[src/rtl/tt_pkg.sv]
// Shared definitions for the twin-triplet serial detector.
// Assumes: the pattern is fixed, so the state set is fixed at six codes.
package tt_pkg;
    localparam int TT_STATE_W = 3;

    // Progress through 0,1,1,0,1,1; codes 6 and 7 are unused.
    typedef enum logic [TT_STATE_W-1:0] {
        ST_NONE  = 3'd0,  // no useful progress
        ST_Z     = 3'd1,  // seen 0
        ST_ZO    = 3'd2,  // seen 01
        ST_ZOO   = 3'd3,  // seen 011
        ST_ZOOZ  = 3'd4,  // seen 0110
        ST_ZOOZO = 3'd5   // seen 01101
    } tt_state_e;
endpackage

[src/rtl/tt_next_state.sv]
// Next-state logic for the detector.
// Assumes: cur is a registered state; an unused code falls back to ST_NONE.
module tt_next_state
    import tt_pkg::*;
(
    input  tt_state_e cur,
    input  logic      din,
    output tt_state_e nxt
);
    // Transition table, including the fall-back to ST_ZOO after a hit.
    always_comb begin
        case (cur)
            ST_NONE:  nxt = din ? ST_NONE  : ST_Z;
            ST_Z:     nxt = din ? ST_ZO    : ST_Z;
            ST_ZO:    nxt = din ? ST_ZOO   : ST_Z;
            ST_ZOO:   nxt = din ? ST_NONE  : ST_ZOOZ;
            ST_ZOOZ:  nxt = din ? ST_ZOOZO : ST_Z;
            ST_ZOOZO: nxt = din ? ST_ZOO   : ST_Z;
            default:  nxt = ST_NONE;
        endcase
    end
endmodule

[src/rtl/tt_hit_decode.sv]
// Mealy output decode: hit is a function of the state, the input and the run enable.
// Assumes: run is low while synchronous reset is asserted.
module tt_hit_decode
    import tt_pkg::*;
(
    input  tt_state_e cur,
    input  logic      din,
    input  logic      run,
    output logic      hit
);
    // Flag the final 1 of the pattern, masked while reset is asserted.
    always_comb begin
        hit = 1'b0;
        if (run && (cur == ST_ZOOZO) && din) hit = 1'b1;
    end
endmodule

[src/rtl/tt_state_reg.sv]
// State register with synchronous active-low reset.
// Assumes: a single clock domain; reset is sampled on the rising edge.
module tt_state_reg
    import tt_pkg::*;
(
    input  logic      clk,
    input  logic      rst_n,
    input  tt_state_e nxt,
    output tt_state_e cur
);
    // Load the next state each edge, or clear progress under reset.
    always_ff @(posedge clk) begin
        if (!rst_n) cur <= ST_NONE;
        else        cur <= nxt;
    end
endmodule

[src/rtl/twin_triplet_detector.sv]
// Top of the overlapping 0,1,1,0,1,1 serial detector (Mealy machine).
// Assumes: one bit per clock on bit_in; hit is read in the same cycle.
module twin_triplet_detector
    import tt_pkg::*;
(
    input  logic clk,
    input  logic rst_n,
    input  logic bit_in,
    output logic hit
);
    tt_state_e state_q;
    tt_state_e state_d;

    tt_next_state u_next (
        .cur (state_q),
        .din (bit_in),
        .nxt (state_d)
    );

    tt_state_reg u_reg (
        .clk   (clk),
        .rst_n (rst_n),
        .nxt   (state_d),
        .cur   (state_q)
    );

    tt_hit_decode u_dec (
        .cur (state_q),
        .din (bit_in),
        .run (rst_n),
        .hit (hit)
    );

    // Reset leaves the machine with no progress.
    p_reset_clears_r2: assert property (@(posedge clk)
        !rst_n |=> (state_q == ST_NONE));

    // The output stays low whenever reset is asserted.
    p_reset_masks_hit_r1: assert property (@(posedge clk)
        !rst_n |-> !hit);

    // Only the six legal codes are held out of reset.
    p_legal_state_r5: assert property (@(posedge clk) disable iff (!rst_n)
        (state_q <= ST_ZOOZO));

    // After a hit the machine keeps the trailing 011.
    p_overlap_return_r4: assert property (@(posedge clk) disable iff (!rst_n)
        hit |=> (state_q == ST_ZOO));

    // A hit is preceded by the bits 0 then 1.
    p_hit_history_r5: assert property (@(posedge clk) disable iff (!rst_n)
        hit |-> ($past(bit_in) == 1'b1) && ($past(bit_in, 2) == 1'b0));

    // A 0 outside state ST_ZOO leaves only "seen 0" progress.
    p_zero_fallback_r7: assert property (@(posedge clk) disable iff (!rst_n)
        (!bit_in && (state_q != ST_ZOO)) |=> (state_q == ST_Z));

    // A 1 after 011 discards progress.
    p_one_after_zoo_r7: assert property (@(posedge clk) disable iff (!rst_n)
        (bit_in && (state_q == ST_ZOO)) |=> (state_q == ST_NONE));
endmodule

[config.mk]
export PLATFORM = sky130hd
export DESIGN_NAME = twin_triplet_detector
export DESIGN_NICKNAME = d
export VERILOG_FILES = /design/src/rtl/tt_pkg.sv /design/src/rtl/tt_next_state.sv /design/src/rtl/tt_hit_decode.sv /design/src/rtl/tt_state_reg.sv /design/src/rtl/twin_triplet_detector.sv
export SDC_FILE = /design/constraint.sdc
export NUM_CORES = 1
export LEC_CHECK = 0
export BUFFER_PORTS_ARGS = -buffer_cell sky130_fd_sc_hd__buf_2
export CAP_MARGIN = 20
export CORE_AREA = 2 2 39 41
export DETAILED_ROUTE_END_ITERATION = 12
export DIE_AREA = 0 0 41 43
export PLACE_DENSITY = 0.34
export SETUP_SLACK_MARGIN = 0.3
export SLEW_MARGIN = 40
export SYNTH_ARGS = -nofsm -noshare
export SYNTH_HDL_FRONTEND = slang
export SYNTH_SLANG_ARGS = --single-unit
[constraint.sdc]
create_clock -name clk -period 0.9 [get_ports clk]
set_input_delay 0.225 -clock clk [delete_from_list [all_inputs] [get_ports clk]]
set_output_delay 0.225 -clock clk [all_outputs]
set_load 0.05 [all_outputs]
==> results of run 1 <==
## metrics by stage
step	utilization	area [um2]	setup slack (ns)
4_1_cts	0.200	277	-0.376
2_1_floorplan	-	161	-0.0829
3_3_place_gp	0.169	234	-0.206
6_report	0.212	293	-0.355
5_1_grt	0.212	293	-0.413
3_5_place_dp	0.169	234	-0.216
## area by class of cell
| cell class | instances | area, um2 | area share |
|---|---|---|---|
| inverters | 1 | 3.75 | 0.0128 |
| well taps | 16 | 20.0 | 0.0684 |
| flip-flops and latches | 3 | 63.8 | 0.218 |
| clock buffers | 4 | 26.3 | 0.0897 |
| repair buffers | 9 | 77.6 | 0.265 |
| multi-input cells | 11 | 101 | 0.346 |
## worst register-to-register path: cells and delay by family, from the launching register on
kind                   cells  cell delay (ns)
buffers and inverters      2             0.21
AND/OR/NAND/NOR            2             0.29
AO/OA/AOI/OAI              1             0.12
flip-flops                 1             0.32
## power groups by stage
stage | Combinational, uW | Sequential [uW] | Clock, uW
floorplan | 16.2 | 147 | 0
global placement | 44.2 | 145 | 0
detailed placement | 44.0 | 145 | 0
CTS | 45.3 | 143 | 251
global route | 52.3 | 143 | 260
finish | 47.6 | 143 | 232
## layer usage
metal / vias up / GRT usage / routed length [um]
met5: - / 0 / 0
met4: 0 / 0.0400 / 0
met3: 0 / 0.0471 / 27
met2: 4 / 0.0719 / 173
met1: 72 / 0.0321 / 141
li1: 79 / - / -
## cell families (layout without fill, tap and decap cells)
logic type	after synthesis	count (layout)
simple gates	7	7
flops	3	3
compound gates	4	4
buf+inv	1	14
## synthesized netlist by cell type (all sizes together)
master  count  area share
dfxtp       3        0.42
nor2        1       0.027
a21oi       1       0.035
o211a       1       0.071
and4        1       0.071
nor3b       1       0.088
nor2b       1       0.044
nor3        1       0.035
o21a        2        0.11
nand2       1       0.027
inv         1       0.027
nand2b      1       0.044
## cell usage in the layout (no fill, tap or decap)
master | netlist | routed
buf_4 | 0 | 4
clkbuf_4 | 0 | 3
dfxtp_2 | 0 | 3
o21a_1 | 2 | 2
buf_2 | 0 | 2
buf_6 | 0 | 2
nor2b_4 | 0 | 1
and4_4 | 0 | 1
nand2b_4 | 0 | 1
nor2_4 | 0 | 1
o211a_1 | 1 | 1
inv_1 | 1 | 1
a21oi_1 | 1 | 1
nor3b_2 | 1 | 1
nand2_1 | 1 | 1
nor3_1 | 1 | 1
clkbuf_1 | 0 | 1
buf_8 | 0 | 1
## worst min path at each step
stage / start / end / slack, ns / cells after the start
floorplan: rst_n / u_reg.cur[0]$_SDFF_PN0_ / 0.34 / 1
global placement: rst_n / u_reg.cur[2]$_SDFF_PN0_ / 0.56 / 3
detailed placement: rst_n / u_reg.cur[0]$_SDFF_PN0_ / 0.56 / 3
CTS: rst_n / u_reg.cur[0]$_SDFF_PN0_ / 0.32 / 3
global route: rst_n / u_reg.cur[0]$_SDFF_PN0_ / 0.34 / 3
finish: rst_n / u_reg.cur[0]$_SDFF_PN0_ / 0.33 / 3
## what timing repair did
action	in CTS	in global routing
cloned	0	0
resized for setup	5	2
hold endpoints to repair	0	0
setup buffers	0	1
pin swaps	0	2
setup endpoints to repair	4	4
==> qor.csv, run 1 <==
stage;metric;value;unit
synthesis;synth_cell_types;12;
layout;n_fill_cell;164;
worst_setup_path;cp.required;0.67;ns
clocking;cts_hold_buffers;0;
die;ios;4;
global_route;grt_overflow_total;0;
layout;diodes;0;
timing;slew_viol_final;0;
global_route;antenna_found_initial;0;
worst_setup_path;critPathArrivalTime;1.03;ns
synthesis;ys_ff_latch;3;
power;finalPower;422;uW
drt;drt-total-wl;342;um
clocking;cts_tree;done;
timing;fin_crit;1.25;ns
power;p_int;334;uW
clocking;cts_buffer_depth;2;
drt;antenna_left;0;
worst_setup_path;r2r_end;u_reg.cur[2]$_SDFF_PN0_;
layout;reg_top3;u_reg.cur: 3 flops;
drt;vias;155;
worst_setup_path;critPathKind;reg -> out;
clocking;clockRootBuffer;clkbuf_4;
power;p_per_area;1440;mW/mm2
layout;top_register;u_reg.cur;
timing;finalHoldViolCount;0;
layout;nNetsFinal;32;
placed_design;portBuffers;3;
timing;finClkSkew;0.00133;ns
global_route;grt_max_degree;5;
layout;instances_no_fill;44;
worst_setup_path;cp_top_family;simple AND/OR/NAND/NOR gates;
worst_setup_path;crit_buf_inv;1;
status;violations;negative setup slack;
timing;rsz0062_at_grt;true;
worst_setup_path;worst-path-max-fanout;2;
worst_setup_path;rr_startpoint;u_reg.cur[2]$_SDFF_PN0_;
layout;area_growth_syn_to_layout;107;%
power;ir_drop;0.479;mV
worst_setup_path;slowest_stage;dfxtp_2;
timing;relSlewSlack;0.900;
power;p_switching;88.5;uW
die;die_y;43;um
worst_setup_path;path_depth;3;
timing;tightestPinTransition;0.149;ns
die;dieArea;0.00176;mm2
clocking;cts_buffers;3;
power;comb_power_share;0.113;
placed_design;place_congestion;0.577;
clocking;cts.clk_slew.worst_paths;0.04;ns
clocking;htree_num_levels;1;
synthesis;synth_compound_area_frac;0.212;
timing;finalWorstSetupSlack;-0.355;ns
hold_path;hold_path_class;in -> reg;
synthesis;synthMuxAreaShare;0;
drt;drc;0;
synthesis;synth_top_family_by_area;simple AND/OR/NAND/NOR gates;
die;rows;14;
power;switching_share;0.210;
status;status;finished with violations;
synthesis;synth_adder_area_share;0;
global_route;track_usage;0.0481;
job;cap_violations;0;
synthesis;synthSimpleGateAreaFrac;0.336;
die;initial_core_util;0.102;
clocking;clk_latency;0.23;ns
drt;dr.pass1.iters;2;
worst_setup_path;worst_setup_path_end_kind;primary output;
global_route;first_global_vias;160;
synthesis;synthCells;15;
global_route;grt_pass1_wl;503;um
die;die-width;41;um
synthesis;synthesis.area;141;um2
timing;fmax;797;MHz
power;p_leak;0.000128;uW
timing;finalSetupViolCount;4;
synthesis;synth_warnings;0;
synthesis;ys_seq_area_frac;0.425;
worst_setup_path;max_stage_delay;0.31;ns
drt;viasPerCell;3.52;
power;seqPwrFrac;0.339;
clocking;cts.sinks;3;
power;clkPwrFrac;0.549;
drt;wire_per_inst;7.77;um
worst_setup_path;setup.worst_path.start;u_reg.cur[0]$_SDFF_PN0_;
drt;drt-initial-drc-count;1;
synthesis;synthesis.nets;18;
worst_setup_path;cp_cell_sequence;nor2b_4 > and4_4 > buf_8;
synthesis;synthXorXnorAreaFrac;0;
layout;drive_above_1_share;0.714;
synthesis;avgSynthCellArea;9.43;um2
worst_setup_path;setup.worst_path.start_class;flop;
worst_setup_path;endpoint;hit;
timing;fin_crit_sh;1.39;
timing;fin_tns_setup;-0.576;ns
layout;largest_reg_flops;3;
placed_design;dp.cells;39;
timing;timing.hold.ws;0.325;ns
worst_setup_path;r2r_cells;5;
die;coreArea;0.00138;mm2
worst_setup_path;rrSetupSlack;-0.10;ns
(Power assumes the default switching activity.)
==> run 2, diff against run 1 <==
Settings changed: ABC_AREA set to 1, PLACE_DENSITY 0.34 to 0.35.
==> run 2 against run 1 <==
  * The flow still finishes with violations (negative setup slack)
  * Clock power hardly changed
  * Count of clock-buffer cells in the layout stayed put
  * Synthesized area is 6.2% higher
  * Cell count is 16% higher
  * Routed wire length is 26% higher
  * Global-route usage is 2.0 points higher
  * Fmax is 6.4% higher
  * Power is 3.7% higher
  * Die area stayed put
  * Highest routed layer unchanged
  * Synthesized cell count is 40% higher
  * Largest power group unchanged
  * Hold slack hardly changed
==> qor.csv, run 2 <==
stage;metric;value;unit;change
synthesis;synthXorXnorAreaFrac;0;;unchanged
status;status;finished with violations;;
synthesis;synthArstFlopShare;0;;unchanged
status;violations;negative setup slack;;
synthesis;synth_edf_count;0;;unchanged
die;die_y;43;um;unchanged
clocking;cts.clk_slew.worst_paths;0.03;ns;about the same
layout;largest_reg_flops;3;;unchanged
synthesis;synth_top_family_by_area;simple AND/OR/NAND/NOR gates;;
placed_design;place_congestion;0.721;;+25%
die;die-width;41;um;unchanged
layout;n_fill_cell;159;;-3.0%
hold_path;hold_depth;3;;unchanged
timing;finalSetupViolCount;1;;-3
synthesis;ys_ff_latch;3;;unchanged
die;coreArea;0.00138;mm2;unchanged
layout;instances_no_fill;51;;+16%
power;p_per_area;1400;mW/mm2;-3.3%
die;initial_core_util;0.108;;+0.00633
worst_setup_path;max_stage_delay;0.32;ns;about the same
synthesis;synth_flop_cell;dfxtp_1;;
global_route;track_usage;0.0683;;+0.0201
synthesis;synth_area_leaders;dfxtp_1, nand2_1, nor2_1;;
worst_setup_path;slowest_stage;dfxtp_2;;
drt;drt-initial-drc-count;1;;unchanged
worst_setup_path;setup.worst_path.start_class;flop;;
global_route;first_global_vias;186;;+16%
timing;relSlewSlack;0.906;;+0.00567
worst_setup_path;cp_cell_sequence;inv_2 > nand2_4 > nor3_4 > buf_6;;
placed_design;hpwl;259;um;
timing;finalHoldViolCount;0;;unchanged
layout;nNetsFinal;39;;+22%
die;rows;14;;unchanged
layout;layout_commonest_cell;buf_4;;
synthesis;yosysMostFrequentCell;nand2_1;;
timing;finalWorstSetupSlack;-0.279;ns;+0.0755 ns
synthesis;ys_seq_area_frac;0.400;;-0.0248
drt;viasPerCell;3.63;;+3.0%
worst_setup_path;path_depth;4;;+1
synthesis;synthCells;21;;+6
worst_setup_path;critPathKind;reg -> out;;
drt;dr.pass1.iters;2;;unchanged
synthesis;synth_top_cell_area_share;0.400;;-0.0248
global_route;grt_max_degree;4;;-1
timing;fin_crit;1.18;ns;-0.0755 ns
hold_path;hold_path_class;in -> reg;;
layout;final_cell_mix;buf_4, clkbuf_4, dfxtp_2;;
placed_design;portBuffers;3;;unchanged
synthesis;ys_top_cells_by_count;nand2_1, dfxtp_1, nor2_1;;
clocking;clk_latency;0.23;ns;about the same
layout;top_register;u_reg.cur;;
synthesis;synthesis.area;150;um2;+6.2%
layout;reg_top3;u_reg.cur: 3 flops;;
layout;area_growth_syn_to_layout;109;%;
power;p_leak;0.000145;uW;+13%
synthesis;synthesis.nets;24;;+6
timing;rsz0062_at_grt;true;;
die;dieArea;0.00176;mm2;unchanged
layout;diodes;0;;unchanged
power;ir_drop;0.856;mV;+79%
clocking;htree_num_levels;1;;unchanged
synthesis;avgSynthCellArea;7.15;um2;-24%
drt;antenna_left;0;;unchanged
worst_setup_path;r2r_cells;6;;+1
placed_design;preCtsSetupSlack;-0.179;ns;+0.0369 ns
worst_setup_path;cp.required;0.67;ns;about the same
global_route;antenna_found_initial;0;;unchanged
drt;drc;0;;unchanged
timing;slew_viol_final;0;;unchanged
synthesis;synth_warnings;0;;unchanged
placed_design;dp.cells;46;;+18%
synthesis;synthSimpleGateAreaFrac;0.408;;+0.0721
timing;fmax;848;MHz;+6.4%
synthesis;synth.largest_area_cell;dfxtp_1;;
drt;wire_per_inst;8.43;um;+8.5%
timing;timing.hold.ws;0.325;ns;+0.000150 ns
job;cap_violations;0;;unchanged
drt;vias;185;;+19%
worst_setup_path;critPathArrivalTime;0.95;ns;-0.08 ns
worst_setup_path;crit_buf_inv;2;;+1
clocking;cts_hold_buffers;0;;unchanged
clocking;cts_buffers;3;;unchanged
clocking;cts_buffer_depth;2;;unchanged
synthesis;synth_compound_area_frac;0.0917;;-0.121
timing;tightestPinTransition;0.141;ns;-0.00770 ns
worst_setup_path;worst-path-max-fanout;2;;unchanged
timing;fin_crit_sh;1.31;;-0.0839
layout;drive_above_1_share;0.743;;+0.0286
global_route;grt_overflow_total;0;;unchanged
worst_setup_path;worst_setup_path_end_kind;primary output;;
die;ios;4;;unchanged
worst_setup_path;cp_top_family;flip-flops;;
drt;drt-total-wl;430;um;+26%
clocking;clockRootBuffer;clkbuf_4;;
clocking;cts_tree;done;;
synthesis;synth_adder_area_share;0;;unchanged
synthesis;synth_cell_types;11;;-1
clocking;cts.sinks;3;;unchanged
synthesis;synthMuxAreaShare;0;;unchanged
timing;finClkSkew;0.000976;ns;-0.000353 ns
global_route;grt_pass1_wl;717;um;+43%
[run 2: cell types whose count changed after synthesis, sizes merged]
cell,delta
nor3b,-1
nand2b,-1
nand2,+4
and4,-1
o211a,-1
inv,+3
a21oi,+1
nand4,+1
o21a,-2
nor2,+2
nand3,+2
nor2b,-1
[run 2: worst min-delay path, delay by kind of cell]
| kind | cells | cell delay (ns) |
|---|---|---|
| AOI/OAI and AO/OA | 1 | 0.06 |
| and+or+nand+nor | 1 | 0.12 |
| buffers and inverters | 1 | 0.10 |
[run 2: repair_timing]
action	CTS	global route
gates resized for setup	5	5
hold endpoints to repair	0	0
cloned	0	0
endpoints found under the setup margin	4	4
buffers inserted	1	0
pin swaps	3	3
[run 2: final timing paths]
kind / start / end / slack [ns]
max reg2reg: u_reg.cur[1]$_SDFF_PN0_ / u_reg.cur[2]$_SDFF_PN0_ / 0.03
min: bit_in / u_reg.cur[1]$_SDFF_PN0_ / 0.33
max: u_reg.cur[1]$_SDFF_PN0_ / hit / -0.28
min reg2reg: u_reg.cur[0]$_SDFF_PN0_ / u_reg.cur[1]$_SDFF_PN0_ / 0.51
[run 2: area by class of cell]
cell class | instances | area (um2) | share of cell area
multi-input cells | 14 | 111 | 0.355
repair buffers | 10 | 77.6 | 0.247
flip-flops and latches | 3 | 63.8 | 0.203
clock buffers | 4 | 26.3 | 0.0837
well taps | 16 | 20.0 | 0.0637
inverters | 4 | 15.0 | 0.0478
[run 2: cells by family after synthesis]
family | Yosys count
buffers and inverters | 4
AO/OA/AOI/OAI | 2
AND/OR/NAND/NOR | 12
flip-flops | 3
[run 2: metrics by stage]
stage	instance area (um2)	total power, uW	setup TNS (ns)	util
2_1_floorplan	163	170	-0.168	-
3_3_place_gp	243	193	-0.175	0.175
3_5_place_dp	243	193	-0.179	0.175
4_1_cts	292	438	-0.288	0.211
5_1_grt	314	475	-0.368	0.227
6_report	314	438	-0.279	0.227
[run 2: where the power goes]
part / internal, uW / total (uW) / leakage, uW / switching (uW)
Sequential: 140 / 146 / 0.0000258 / 5.88
Clock: 166 / 230 / 0.0000150 / 64.5
Combinational: 30.2 / 61.8 / 0.000104 / 31.6
Total: 336 / 438 / 0.000145 / 102
[run 2: layer usage]
layer,vias to the layer above,share of wire,track usage
li1,95,-,-
met1,84,0.37,0.0740
met2,6,0.53,0.0719
met3,0,0.11,0.0838
met4,0,0,0.0400
met5,-,0,0
